[src/rtl/fs8_pkg.sv]
package fs8_pkg;

    localparam int SAMPLE_W = 14;
    localparam int STEP_W   = 2;

    typedef logic signed [SAMPLE_W-1:0] sample_t;

    localparam sample_t SAMPLE_MAX = sample_t'((1 << (SAMPLE_W-1)) - 1);
    localparam sample_t SAMPLE_MIN = sample_t'(-(1 << (SAMPLE_W-1)));

    typedef struct packed {
        sample_t i;
        sample_t q;
    } iq_t;

    typedef enum logic [STEP_W-1:0] {
        STEP_POS_I = 2'd0,
        STEP_NEG_Q = 2'd1,
        STEP_NEG_I = 2'd2,
        STEP_POS_Q = 2'd3
    } step_e;

    function automatic sample_t neg_sat(input sample_t v);
        if (v == SAMPLE_MIN) return SAMPLE_MAX;
        return -v;
    endfunction

    function automatic sample_t real_of(input iq_t s, input step_e st);
        unique case (st)
            STEP_POS_I: return s.i;
            STEP_NEG_Q: return neg_sat(s.q);
            STEP_NEG_I: return neg_sat(s.i);
            default:    return s.q;
        endcase
    endfunction

endpackage

[src/rtl/fs8_step_ctr.sv]
module fs8_step_ctr
    import fs8_pkg::*;
(
    input  logic  clk,
    input  logic  rst,
    input  logic  advance,
    output step_e step
);

    logic [STEP_W-1:0] cnt_q;

    always_ff @(posedge clk) begin
        if (rst)          cnt_q <= '0;
        else if (advance) cnt_q <= cnt_q + 1'b1;
    end

    assign step = step_e'(cnt_q);


    step_hold_chk: assert property (@(posedge clk) disable iff (rst)
        !advance |=> $stable(cnt_q));


    step_reset_chk: assert property (@(posedge clk)
        rst |=> (cnt_q == '0));

endmodule

[src/rtl/fs8_rotator.sv]
module fs8_rotator
    import fs8_pkg::*;
(
    input  logic    clk,
    input  logic    rst,
    input  logic    valid,
    input  iq_t     pair,
    input  step_e   step,
    output sample_t mixed
);

    assign mixed = real_of(pair, step);


    neg_sat_chk: assert property (@(posedge clk) disable iff (rst)
        (valid && step == STEP_NEG_I && pair.i == SAMPLE_MIN) |-> (mixed == SAMPLE_MAX));

endmodule

[src/rtl/fs8_out_stage.sv]
module fs8_out_stage
    import fs8_pkg::*;
(
    input  logic    clk,
    input  logic    rst,
    input  logic    stuff_en,
    input  logic    in_valid,
    input  sample_t in_data,
    output logic    out_valid,
    output sample_t out_data
);

    always_ff @(posedge clk) begin
        if (rst) begin
            out_valid <= 1'b0;
            out_data  <= '0;
        end else begin
            out_valid <= stuff_en | in_valid;
            out_data  <= in_valid ? in_data : '0;
        end
    end


    stuff_valid_chk: assert property (@(posedge clk) disable iff (rst)
        stuff_en |=> out_valid);


    plain_valid_chk: assert property (@(posedge clk) disable iff (rst)
        !stuff_en |=> (out_valid == $past(in_valid)));


    zero_slot_chk: assert property (@(posedge clk) disable iff (rst)
        !in_valid |=> (out_data == '0));

endmodule

[src/rtl/fs8_real_conv.sv]
module fs8_real_conv
    import fs8_pkg::*;
(
    input  logic                       clk,
    input  logic                       rst,
    input  logic                       stuff_en,
    input  logic                       pair_valid,
    input  logic signed [SAMPLE_W-1:0] pair_i,
    input  logic signed [SAMPLE_W-1:0] pair_q,
    output logic                       real_valid,
    output logic signed [SAMPLE_W-1:0] real_data
);

    iq_t     pair;
    step_e   step;
    sample_t mixed;

    assign pair.i = pair_i;
    assign pair.q = pair_q;

    fs8_step_ctr u_step (
        .clk     (clk),
        .rst     (rst),
        .advance (pair_valid),
        .step    (step)
    );

    fs8_rotator u_rot (
        .clk   (clk),
        .rst   (rst),
        .valid (pair_valid),
        .pair  (pair),
        .step  (step),
        .mixed (mixed)
    );

    fs8_out_stage u_out (
        .clk       (clk),
        .rst       (rst),
        .stuff_en  (stuff_en),
        .in_valid  (pair_valid),
        .in_data   (mixed),
        .out_valid (real_valid),
        .out_data  (real_data)
    );


    reset_out_chk: assert property (@(posedge clk)
        rst |=> (!real_valid && real_data == '0));

endmodule

[config.mk]
export PLATFORM = sky130hd
export DESIGN_NAME = fs8_real_conv
export DESIGN_NICKNAME = d
export VERILOG_FILES = /design/src/rtl/fs8_pkg.sv /design/src/rtl/fs8_step_ctr.sv /design/src/rtl/fs8_rotator.sv /design/src/rtl/fs8_out_stage.sv /design/src/rtl/fs8_real_conv.sv
export SDC_FILE = /design/constraint.sdc
export NUM_CORES = 1
export LEC_CHECK = 0
export BUFFER_PORTS_ARGS = -buffer_cell sky130_fd_sc_hd__buf_4
export CORE_MARGIN = 2
export CORE_UTILIZATION = 25
export DETAILED_ROUTE_END_ITERATION = 12
export PLACE_DENSITY = 0.46
export SLEW_MARGIN = 20
export SYNTH_ARGS = -nofsm -noshare
export SYNTH_HDL_FRONTEND = slang
export SYNTH_SLANG_ARGS = --single-unit
[constraint.sdc]
create_clock -name clk -period 1.8 [get_ports clk]
set_input_delay 0.18 -clock clk [delete_from_list [all_inputs] [get_ports clk]]
set_output_delay 0.18 -clock clk [all_outputs]
set_load 0.01 [all_outputs]
=== Word level (Yosys, flattened, before mapping) ===
Cells that the tools add are included.

* Register bits: 17
* Output and inout bits: 15
* Word-level logic and storage cells: 23

* Add/sub/neg operators: 3
* Equality and inequality tests: 4
* Mux-type cells: 9
* Bitwise logic cells: 2
* Reductions and logical operators: 2

{| class="wikitable"
|+ Operators by type and width
! operator !! number
|-
| $mux 14 || 4
|-
| $pmux 14 s3 || 1
|-
| $eq 14x14->1 const B || 2
|-
| $neg 14->14 || 2
|-
| $mux 1 || 4
|-
| $add 2x1->2 const B || 1
|-
| $eq 2x1->1 const B || 1
|-
| $eq 2x2->1 const B || 1
|-
| $logic_not 2->1 || 1
|-
| $reduce_or 2->1 || 1
|-
| $not 1->1 || 1
|-
| $or 1x1->1 || 1
|}

=== Depth between registers and ports, before layout ===
* Depth after elaboration: 5
* Gate-level depth with buffers: 8

=== Cells and area by module ===
A second synthesis with hierarchy kept.

* Cells, all modules: 208
* Area total of the unflattened synthesis: 1662.8 µm²

{| class="wikitable"
|+ By module, submodules not included
! module !! instances !! cells an instance !! area each (µm²) !! seq. area each (µm²)
|-
| fs8_rotator || 1 || 169 || 1122.3 || 0.0
|-
| fs8_out_stage || 1 || 32 || 461.7 || 300.3
|-
| fs8_step_ctr || 1 || 7 || 78.8 || 40.0
|}

=== Worst setup path after synthesis ===
Ideal clock, no wire load.

* Path type: input -> register
* Start: input pair_q[0]
* End: register u_out.out_data[9]
* Arrival: 1857 ps
* Setup slack: -143 ps
* Cell stages on the path: 8
* Cell sequence: inv_1 ha_1 or3b_2 clkbuf_2 o41ai_4 a41o_4 a21oi_2 a221oi_2

* Cells in the longest elaborated chain, start to end: 5

{| class="wikitable"
|+ RTL lines
! element !! line !! source
|-
| start, declared || fs8_real_conv.sv:9 || <nowiki>input logic signed [SAMPLE_W-1:0] pair_q,</nowiki>
|-
| parallel branches: the longest is 3 deep, another holds $neg 14->14 || -- ||
|-
| $mux 14 * || fs8_pkg.sv:25 || <nowiki>return -v;</nowiki>
|-
| $pmux 14 s3 * || fs8_pkg.sv:29 || <nowiki>unique case (st)</nowiki>
|-
| end signal, assigned || fs8_out_stage.sv:19 || <nowiki>out_data <= in_valid ? in_data : '0;</nowiki>
|-
| end, declared || fs8_out_stage.sv:10 || <nowiki>output sample_t out_data</nowiki>
|}

Every way passes the cells marked *. The select of a mux whose other input is x is not followed.
A chain may end at the register's enable or synchronous reset.

=== Worst setup path in the final report ===
* Start: input pair_q[9]
* End: register u_out.out_data[9]

* Cells in the longest elaborated chain, start to end: 5

{| class="wikitable"
|+ RTL lines
! element !! line
|-
| parallel branches: the longest is 4 deep, another holds $neg 14->14 || --
|-
| $pmux 14 s3 * || fs8_pkg.sv:29
|}

Marks and branches as above.

==> results.toml <==
[timing]
post-route-period-util_pct = 96.9
fmax_ghz = 0.573
hold_violations = 0
rsz0062_at_grt = "yes"
hold_slack_ns = 0.101
fin_setup_tns_ns = 0
slew_viol_final = 0
fin_ws_ns = 0.0563
finClkSkew_ns = 0.00440
worst_slew_pin_slew_ns = 0.419
fin_crit_ns = 1.74
setup_viol = 0
slew_headroom_pct = 71.7

[power_and_ir_drop]
peakVddDrop_mv = 0.236
powerDensity_nw_per_um2 = 513
leakage_nw = 0.987
p_total_w = 0.00117

[finish]
drive_gt1_share_pct = 40.4
final_nets = 306
fillers = 639
finalInstanceArea_um2 = 2270
diodes = 0
area_growth_pct = 50.1

[place]
port_buffers = 46
dp_hpwl_mm = 3.80
place_ws_ns = -0.250
gp_congestion = 0.834
place_area_um2 = 2160

[clock_network]
clk_path_buf_depth = 2
clock_latency_ns = 0.25
clock_sinks = 17
holdBufCountCts = 0
numCtsBuffers = 3
cts_max_level = 1
cts_tree = "yes"
clkTransAtPathRegs_ns = 0.07
cts_root_buffer = "clkbuf_8"

[global_routing]
track_usage_pct = 14.2
antenna_found_initial = 0
grt_pass1_vias = 1529
grt_overflow = 0
grt_pass1_wl_mm = 7.38
grt_max_degree = 15

[logic_synthesis]
syn_nets = 225
synth_area_um2 = 1510
synth.distinct_cells = 53
yosys_warnings = 0
avgSynthCellArea_um2 = 8.10
syn-instance-count = 187
ys_ff_latch = 17
ys_seq_area_share_pct = 22.5

[critical_path]
critPathSlowestCell = "or4_1"
startpoint = "pair_q[9]"
startpoint_type = "input pin"
crit_type = "in -> reg"
cp_data_arrival_time_ns = 1.91
timing.critical_path.mode_cell = "buf_4"
crit_path_end_kind = "flop"
cp.required_ns = 1.97
r2r-end = "u_out.out_data[9]"
path_max_fanout = 5
reg2reg_depth = 8
slowest_delay_ns = 0.50
r2r-start = "u_step.step[1]"
reg2reg_slack_ns = 0.08
worstPathCellList = "buf_4 -> or4_1 -> buf_4 -> o41ai_4 -> buf_4 -> a41o_4 -> a21oi_2 -> a221oi_2"

[drt]
postRouteAntennaNets = 0
drtIter0Drc = 116
vias_per_cell = 4.95
route.vias.total = 1692
routed_wl_mm = 4.75
wl_per_cell_um = 13.9
drc = 0
drtPass1Iterations = 4

[hold_path]
holdPathEnd = "u_step.step[1]"
worstHoldPathType = "in -> reg"
hold_start = "rst"
hold_path_depth = 2

[floorplan]
dieArea_um2 = 6690
rows = 28
core_area_um2 = 5890
die_w_um = 81.8
ios = 47
fp.dieH_um = 81.8
initial_core_util_pct = 25.7

[run_status]
status = "finished clean"

[run]
drv_cap = 0
==> cell usage after synthesis (all sizes together) <==
library cell,count,area (µm²)
nor2b,2,12.5
a41oi,1,8.76
a21bo,1,10.0
nand2,10,37.5
o41ai,2,36.3
o22ai,1,6.26
xor2,2,17.5
a41o,2,31.3
o211ai,1,7.51
nand3b,1,7.51
a221oi,13,120
o32ai,1,8.76
o21a,1,7.51
buf,2,16.3
or4,3,26.3
mux2i,2,20.0
a32oi,1,8.76
inv,15,56.3
or3b,1,8.76
or3,3,18.8
a21oi,8,43.8
nor3b,2,20.0
o311a,2,20.0
nor2,22,82.6
xnor2,12,105
a2111oi,1,15.0
a211oi,1,7.51
o22a,1,8.76
a21o,4,30.0
o21ai,9,45.0
clkbuf,6,27.5
and3,2,12.5
nand4,1,6.26
clkinv,1,3.75
nor4,6,73.8
dfxtp,17,340
nand2b,3,18.8
nand3,4,20.0
nor3,10,50.1
a311oi,4,41.3
ha,6,75.1
==> metrics by stage <==
step	cells	util, %
floorplan	187	-
global placement	333	36.6
detailed placement	333	36.6
CTS	337	37.4
global route	342	38.6
finish	342	38.6
==> cells by family (layout without fill, tap and decap cells) <==
family          count (synthesis)  count (layout)  share of synthesized area [%]
mux                             2               2                           1.32
simple gates                   70              70                           26.1
xor+xnor                       14              14                           8.10
fa+ha+maj                       6               6                           4.96
compound gates                 54              54                           30.2
flops                          17              17                           22.5
buf+inv                        24             104                           6.86
==> placed cells by master (no fill, tap or decap), types with 2 or more instances in the layout <==
cell type  synthesis  final
buf_4              0     84
nor2_1            22     22
dfxtp_1           17     17
inv_1             15     15
xnor2_1           12     12
a221oi_1          12     11
nand2_1           10     10
nor3_1            10     10
o21ai_0            9      9
a21oi_1            7      6
nand3_1            4      4
a21o_1             4      4
ha_2               0      4
nand2b_1           3      3
or3_1              3      3
a311oi_1           3      3
clkbuf_8           0      3
nor4_4             2      2
nor4_1             3      2
or4_1              2      2
and3_1             2      2
a21oi_2            1      2
a221oi_2           1      2
nor2b_1            2      2
xor2_1             2      2
nor4_2             1      2
mux2i_1            2      2
o311a_1            2      2
ha_1               6      2
==> area by class of cell <==
class	instances	area, µm²	share of cell area, %
Timing Repair Buffer	84	631	27.8
Clock buffer	4	45.0	1.98
Tap cell	75	93.8	4.13
Sequential cell	17	340	15.0
Multi-Input combinational cell	146	1100	48.3
Inverter	16	63.8	2.81
==> how the worst max path moves through the flow <==
stage | end | slack, ns
finish | u_out.out_data[9] | 0.06
global route | u_out.out_data[9] | -0.01
CTS | u_out.out_data[9] | 0.004
detailed placement | u_out.out_data[9] | -0.25
global placement | u_out.out_data[12] | -0.27
floorplan | u_out.out_data[10] | -0.003
==> layer usage <==
layer	vias to the layer above	global-route usage (%)	part of all wire [%]	routed length [µm]
li1	861	-	-	-
met1	786	21.0	49	2350
met2	41	21.3	43	2070
met3	4	1.98	5.8	276
met4	0	3.67	1.2	57
met5	-	0	0	0
==> state kept, by name, indices dropped and copies added (netlist names) <==
| signal | count |
|---|---|
| u_out.out_data | 14 |
| u_out.out_valid | 1 |
| u_step.step | 2 |
==> power breakdown <==
group	leakage, nW	total, W	internal [W]	switching [W]
Combinational	0.824	0.000453	0.000233	0.000220
Clock	0.0228	0.000300	0.000157	0.000143
Sequential	0.140	0.000413	0.000404	0.00000869
==> critical path: cells and delay by family <==
kind,cells,cell delay (ns)
buffers and inverters,3,0.49
AND/OR/NAND/NOR,1,0.50
AO/OA/AOI/OAI,4,0.74
==> repair_timing <==
item                                    in CTS  in global routing
gates resized for setup                      0                  9
endpoints found under the hold margin        0                  0
endpoints found under the setup margin       0                 10
setup buffers                                0                  5
Power figures use the tool's default switching activity.
